### src/rtl/mfr_pkg.sv
package mfr_pkg;
  localparam int NUM_EVT  = 5;
  localparam int B_OCP    = 0;
  localparam int B_LRP    = 1;
  localparam int B_OVP    = 2;
  localparam int B_UVLO   = 3;
  localparam int B_TSD    = 4;
  localparam int B_RSV    = 5;
  localparam logic [NUM_EVT-1:0] STICKY_MASK =
    (NUM_EVT'(1) << B_OCP) | (NUM_EVT'(1) << B_OVP) | (NUM_EVT'(1) << B_TSD);
  localparam logic [NUM_EVT-1:0] LIVE_MASK = ~STICKY_MASK;

  // sticky update: a set request overrides a clear request in the same cycle
  function automatic logic next_sticky(input logic set_i, input logic cur_i, input logic clr_i);
    return set_i | (cur_i & ~clr_i);
  endfunction

  function automatic logic any_fault(input logic [NUM_EVT-1:0] st);
    return |st;
  endfunction
endpackage

### src/rtl/mfr_sync.sv
module mfr_sync #(
  parameter int WIDTH  = 5,
  parameter int STAGES = 2
) (
  input  logic             clk,
  input  logic             rst,
  input  logic [WIDTH-1:0] d_in,
  output logic [WIDTH-1:0] d_out
);
  logic [WIDTH-1:0] chain [STAGES];

  always_ff @(posedge clk) begin
    if (rst) chain[0] <= '0;
    else     chain[0] <= d_in;
  end

  for (genvar s = 1; s < STAGES; s++) begin : g_stage
    always_ff @(posedge clk) begin
      if (rst) chain[s] <= '0;
      else     chain[s] <= chain[s-1];
    end
  end

  assign d_out = chain[STAGES-1];
endmodule

### src/rtl/mfr_status.sv
module mfr_status
  import mfr_pkg::*;
(
  input  logic               clk,
  input  logic               rst,
  input  logic [NUM_EVT-1:0] evt_sync,
  input  logic [NUM_EVT-1:0] clr_mask,
  input  logic               clr_rsv,
  output logic [NUM_EVT-1:0] status_q,
  output logic               rsv_q
);
  for (genvar b = 0; b < NUM_EVT; b++) begin : g_bit
    if (STICKY_MASK[b]) begin : g_sticky
      always_ff @(posedge clk) begin
        if (rst) status_q[b] <= 1'b0;
        else     status_q[b] <= next_sticky(evt_sync[b], status_q[b], clr_mask[b]);
      end
    end else begin : g_live
      always_ff @(posedge clk) begin
        if (rst) status_q[b] <= 1'b0;
        else     status_q[b] <= evt_sync[b];
      end
    end
  end

  // reserved clear-on-zero bit with no event source
  always_ff @(posedge clk) begin
    if (rst) rsv_q <= 1'b0;
    else     rsv_q <= next_sticky(1'b0, rsv_q, clr_rsv);
  end
endmodule

### src/rtl/mfr_readmux.sv
module mfr_readmux
  import mfr_pkg::*;
#(
  parameter int ADDR_W = 4,
  parameter int DATA_W = 8,
  parameter logic [ADDR_W-1:0] STATUS_ADDR  = 'h2,
  parameter logic [ADDR_W-1:0] SUMMARY_ADDR = 'h0
) (
  input  logic [ADDR_W-1:0]  addr,
  input  logic [NUM_EVT-1:0] status_q,
  input  logic               rsv_q,
  output logic               fault_flag,
  output logic [DATA_W-1:0]  rd_data
);
  localparam int FLAG_BIT = DATA_W - 1;

  assign fault_flag = any_fault(status_q);

  always_comb begin
    rd_data = '0;
    if (addr == STATUS_ADDR) begin
      rd_data[NUM_EVT-1:0] = status_q;
      rd_data[B_RSV]       = rsv_q;
    end else if (addr == SUMMARY_ADDR) begin
      rd_data[FLAG_BIT] = fault_flag;
    end
  end
endmodule

### src/rtl/motor_fault_regs.sv
module motor_fault_regs
  import mfr_pkg::*;
#(
  parameter int ADDR_W      = 4,
  parameter int DATA_W      = 8,
  parameter int SYNC_STAGES = 2,
  parameter logic [ADDR_W-1:0] STATUS_ADDR  = 'h2,
  parameter logic [ADDR_W-1:0] SUMMARY_ADDR = 'h0
) (
  input  logic              clk,
  input  logic              rst,
  input  logic [ADDR_W-1:0] addr,
  input  logic              wr_en,
  input  logic [DATA_W-1:0] wr_data,
  output logic [DATA_W-1:0] rd_data,
  input  logic              ev_ocp,
  input  logic              ev_lrp,
  input  logic              ev_ovp,
  input  logic              ev_uvlo,
  input  logic              ev_tsd,
  input  logic              ilim_active
);
  logic [NUM_EVT-1:0] evt_raw;
  logic [NUM_EVT-1:0] evt_sync;
  logic [NUM_EVT-1:0] clr_mask;
  logic [NUM_EVT-1:0] status_q;
  logic               rsv_q;
  logic               clr_rsv;
  logic               status_wr;
  logic               fault_flag;

  always_comb begin
    evt_raw         = '0;
    evt_raw[B_OCP]  = ev_ocp;
    evt_raw[B_LRP]  = ev_lrp;
    evt_raw[B_OVP]  = ev_ovp;
    evt_raw[B_UVLO] = ev_uvlo;
    evt_raw[B_TSD]  = ev_tsd;
  end

  assign status_wr = wr_en && (addr == STATUS_ADDR);
  assign clr_mask  = status_wr ? (~wr_data[NUM_EVT-1:0] & STICKY_MASK) : '0;
  assign clr_rsv   = status_wr && !wr_data[B_RSV];

  mfr_sync #(.WIDTH(NUM_EVT), .STAGES(SYNC_STAGES)) u_sync (
    .clk(clk), .rst(rst), .d_in(evt_raw), .d_out(evt_sync)
  );

  mfr_status u_status (
    .clk(clk), .rst(rst), .evt_sync(evt_sync), .clr_mask(clr_mask),
    .clr_rsv(clr_rsv), .status_q(status_q), .rsv_q(rsv_q)
  );

  mfr_readmux #(
    .ADDR_W(ADDR_W), .DATA_W(DATA_W),
    .STATUS_ADDR(STATUS_ADDR), .SUMMARY_ADDR(SUMMARY_ADDR)
  ) u_rd (
    .addr(addr), .status_q(status_q), .rsv_q(rsv_q),
    .fault_flag(fault_flag), .rd_data(rd_data)
  );
endmodule

### config.mk
export PLATFORM = sky130hd
export DESIGN_NAME = motor_fault_regs
export DESIGN_NICKNAME = d
export VERILOG_FILES = /design/src/rtl/mfr_pkg.sv /design/src/rtl/mfr_sync.sv /design/src/rtl/mfr_status.sv /design/src/rtl/mfr_readmux.sv /design/src/rtl/motor_fault_regs.sv
export SDC_FILE = /design/constraint.sdc
export NUM_CORES = 1
export LEC_CHECK = 0
export BUFFER_PORTS_ARGS = -buffer_cell sky130_fd_sc_hd__buf_2
export CAP_MARGIN = 20
export CORE_MARGIN = 1.5
export CORE_UTILIZATION = 41
export CTS_BUF_LIST = sky130_fd_sc_hd__clkbuf_8 sky130_fd_sc_hd__clkbuf_16
export DETAILED_ROUTE_END_ITERATION = 10
export PLACE_DENSITY = 0.73
export SYNTH_ARGS = -nofsm -noshare
export SYNTH_HDL_FRONTEND = slang
export SYNTH_SLANG_ARGS = --single-unit
### constraint.sdc
create_clock -name clk -period 0.85 [get_ports clk]
set_clock_uncertainty 0.1 [all_clocks]
set_input_delay 0 -clock clk [delete_from_list [all_inputs] [get_ports clk]]
set_output_delay 0 -clock clk [all_outputs]
set_load 0.01 [all_outputs]
* After elaboration in Yosys (flattened, before gate mapping)
Memory sizes are Yosys's and may differ from the RTL's.
Index checks and enable logic that the tools add are counted.
** Storage, ports and cells
- Output and inout port bits :: 8
- Word-level logic and storage cells :: 36
- Input port bits :: 21
- Flip-flop bits (word level) :: 6
- Memories kept :: 1
- Memory bits (writable) :: 10
** Memory list
- u_sync.chain :: depth 2, width 5, rd ports 2, clocked after memory_dff 0, write ports 2, line mfr_sync.sv:10 : logic [WIDTH-1:0] chain [STAGES];
** Cells by class
- Bitwise operators :: 14
- Equality and inequality tests :: 1
- Muxes and demuxes :: 9
- Reduce and logical (&&, ||, !) cells :: 5
** Operator list (count)
- two-way mux 5 bit :: 3
- two-way mux 6 bit :: 1
- two-way mux 1 bit :: 5
- NOT 5 bit :: 1
- OR 1 bit :: 5
- OR reduction 5 bit :: 1
- AND 1 bit :: 4
- == test 4 x 2 -> 1 bit, second input constant :: 1
- zero test 4 bit :: 1
- NOT 1 bit :: 4
- logical AND 1 bit :: 2
- zero test 1 bit :: 1

* Depth between registers and ports, before layout
- Depth in word-level cells :: 6
- Gate-level depth with buffers :: 2
- Gate-level depth less buffers :: 2

* By module
A second synthesis with hierarchy kept.
** Second synthesis, totals
- Cells, all modules :: 58
- Area, all modules :: 613.1 um2
** Modules (own cells, without submodules)
- mfr_sync :: area each 262.8 um2, instances 1, cells each 20, seq. area each 200.2 um2
- mfr_status :: area each 212.7 um2, instances 1, cells each 18, seq. area each 120.1 um2
- mfr_readmux :: area each 88.8 um2, instances 1, cells each 14, seq. area each 0.0 um2
- motor_fault_regs :: area each 48.8 um2, instances 1, cells each 6, seq. area each 0.0 um2

* Least setup slack after synthesis
No wires, ideal clock.
- Path kind :: input -> output
- Start point :: input addr[0]
- End point :: output rd_data[7]
- Arrival time :: 0.722 ns
- Path buffers :: 0
- Required time :: 0.750 ns
- Slack :: 0.028 ns
- Stages on the path :: 2
- Cell sequence :: or4_1 -> a21oi_1
** Between the ends
- Cells in the longest elaborated chain, start to end :: 3
- Elaborated cells between the ends (all ways) :: 4
** Ends and longest elaborated chain
- start, declared :: line motor_fault_regs.sv:12 : input logic [ADDR_W-1:0] addr,
- zero test 4 bit :: line mfr_readmux.sv:24 : end else if (addr == SUMMARY_ADDR) begin
- two-way mux 1 bit :: line mfr_readmux.sv:24
- two-way mux 1 bit * :: line mfr_readmux.sv:21 : if (addr == STATUS_ADDR) begin
- end, declared :: line motor_fault_regs.sv:15 : output logic [DATA_W-1:0] rd_data,
Every way passes the cells marked *; elsewhere a longest branch is shown, timed or not.

* Final worst setup path
- Start point :: register u_status.status_q[1]
- End point :: output rd_data[7]
** Between the ends
- Cells in the longest elaborated chain, start to end :: 3
** Ends and longest elaborated chain
- start, declared :: line mfr_status.sv:9 : output logic [NUM_EVT-1:0] status_q,
- start signal, assigned by index :: line mfr_status.sv:21 : else status_q[b] <= evt_sync[b];
- OR reduction 5 bit :: line mfr_pkg.sv:19 : return |st;
- two-way mux 1 bit :: line mfr_readmux.sv:24
- two-way mux 1 bit :: line mfr_readmux.sv:21
No other way between the ends.

==> qor.csv <==
metric,value,unit
Syn Inst Count,54,
# DRC,0,
Reg2Reg Launch Point,u_status.status_q[4]$_SDFF_PP0_,
per-cell routed wire length,10.94,um
register area share after synthesis,56.64,%
dpl hpwl,656.7,um
post-synth cell types,15,
status,"complete, but fails checks",
CP Launch Type,flop,
r2r setup slk,20,ps
clock latency on the worst-skew pair,250,ps
"top cells by area, synth","dfxtp_1 (57%), nor2b_1 (13%), and2_1 (6.6%), nor4b_4 (4.2%), a211oi_1 (4.0%)",
layout cells sized above 1,55.06,%
Worst setup EP type,output port,
drt via density,4.538,
Critical Path AT,930,ps
Leakage,0.4163,nW
worst-path fanout max,2,
largest net degree at the start of global routing,17,
DRT antenna net count,0,
Ports,29,
hold slack,2.622,ps
DR iter-0 viols,2,
clk buf depth,2,
area growth from synthesis to layout,63.05,%
Cell Rows,13,
min-delay worst type,in2reg,
Synth warnings,0,
Mapped Nets,75,
crit path from,u_status.status_q[1]$_SDFF_PP0_,
CTS clock-pin slew for the worst setup and hold paths,60,ps
Pwr Density,1739,mW/mm2
# clock sinks,16,
Hold Fails Final Rpt,0,
Initial Util,43.46,%
Final Cycle Share,121.7,%
Fmax,0.9665,GHz
DRT Wirelength,1138,um
Horiz. Die Dim,40.14,um
n_diodes,0,
failing checks,negative setup slack,
setup TNS,-529.4,ps
vias in the first global route,454,
CTS tree,built,
Hold Crit Start,rst,
RSZ-0062 raised after global routing,true,
Syn Std Cell Area,565.5,um2
Post-Place Worst Slack,-142.5,ps
first-pass GRT wire length,1607,um
Die Y,40.14,um
crit path time final,1035,ps
#FFs+latches synth,16,
endpoints failing setup,7,
Worst Reg-to-Reg Cells,3,
worst path required time,750,ps
critical path class,reg2out,
worst hold endpoint,u_sync.chain[1][1]$_SDFF_PP0_,
Root Buffer,clkbuf_8,
area of the core,0.001301,mm2
Syn Area/Cell,10.47,um2
maximum VDD drop,0.001157,V
Final Net Count,111,
setup ws final,-184.7,ps
CTS buffer count,3,
global placer's final weighted congestion,0.5881,
Max-Cap Viols,0,
IO Port Bufs,22,
initial antenna violation count,0,
Reg-to-Reg End,u_status.status_q[4]$_SDFF_PP0_,
CTS H-tree lvls,1,
Pins Over Slew Limit,0,
via count,472,
DR pass1 iterations,2,
Yosys top cell area share,56.64,%
Total Die Area,0.001611,mm2
GRT Overall Usage,16.45,%
cell taking the most area after synthesis,dfxtp_1,
WHS Path Cells,2,
global route overflow,0,
## how the worst max path moves through the flow
stage,endpoint,slack (ps),depth (start not counted)
after floorplan,rd_data[7],30,2
after global placement,rd_data[7],-120,4
after detailed placement,rd_data[7],-140,4
after CTS,rd_data[7],-190,3
after global routing,rd_data[7],-240,3
final,rd_data[7],-180,3
## worst max-delay path, cell delays in order (launching register included)
cell and delay, ps:
dfxtp_2 320, nor3_2 160, a21oi_1 70, buf_2 140
## power by group
group	internal, mW	leakage, nW	total [mW]	switching, mW
clock network	0.410	0.0288	0.653	0.242
logic	0.0932	0.252	0.151	0.0579
registers	0.785	0.135	0.799	0.0139
## per-stage QoR
stage | instances | utilization [%] | area (um2) | power, mW
after floorplan | 54 | - | 565.5 | 0.8637
after global placement | 90 | 53.08 | 690.7 | 0.9104
after detailed placement | 90 | 53.08 | 690.7 | 0.9163
after CTS | 101 | 63.46 | 825.8 | 1.595
after global routing | 104 | 70.87 | 922.1 | 1.676
final | 104 | 70.87 | 922.1 | 1.603
## cell families (layout without fill, tap and decap cells)
kind of cell	after synthesis	in the layout	synth area share, %
AND/OR/NAND/NOR	28	28	32.96
flip-flops	16	16	56.64
AO/OA/AOI/OAI	5	5	6.415
buffers and inverters	4	39	3.319
other	1	1	0.6631
## repair_timing
item,in CTS,in global routing
gates resized for setup,5,20
hold buffers,7,0
pin swaps,0,5
setup buffers,0,3
endpoints found under the hold margin,6,0
endpoints found under the setup margin,7,10
## cell usage after synthesis
| master | instances |
|---|---|
| a211oi_1 | 3 |
| a21oi_1 | 1 |
| a311oi_1 | 1 |
| and2_1 | 6 |
| buf_4 | 1 |
| clkbuf_1 | 1 |
| conb_1 | 1 |
| dfxtp_1 | 16 |
| inv_1 | 2 |
| nor2_1 | 4 |
| nor2b_1 | 12 |
| nor3_1 | 1 |
| nor3b_1 | 3 |
| nor4b_4 | 1 |
| or4_1 | 1 |
## sequential cells by signal (all words and copies together), names as in the netlist
name / flops
u_sync.chain: 10
u_status.status_q: 5
u_status.rsv_q: 1
## metal layers
| layer | share of wire [%] | global-route usage (%) | wire length [um] |
|---|---|---|---|
| met5 | 0 | 0 | 0 |
| met4 | 1.7 | 12.93 | 19 |
| met3 | 5.6 | 5.000 | 64 |
| met2 | 57 | 34.68 | 653 |
| met1 | 35 | 10.73 | 400 |
## layout make-up
cell class                      instances  area (um2)
Tap cell                               15       18.77
Sequential cell                        16       330.3
Fill cell                             108       379.1
Clock buffer                            4       55.05
Timing Repair Buffer                   33       247.7
Inverter                                2       7.507
Multi-Input combinational cell         34       262.8
## cell usage in the layout, fill, tap and decap left out, drive strengths merged
cell          instances
dfxtp                16
nor2b                12
inv                   2
dlygate4sd3           6
or4                   1
a311oi                1
a211oi                3
nor2                  4
clkbuf                4
nor4b                 1
nor3b                 3
conb                  1
dlymetal6s4s          1
and2                  6
buf                  26
nor3                  1
a21oi                 1
Power figures use the tool's default switching activity.
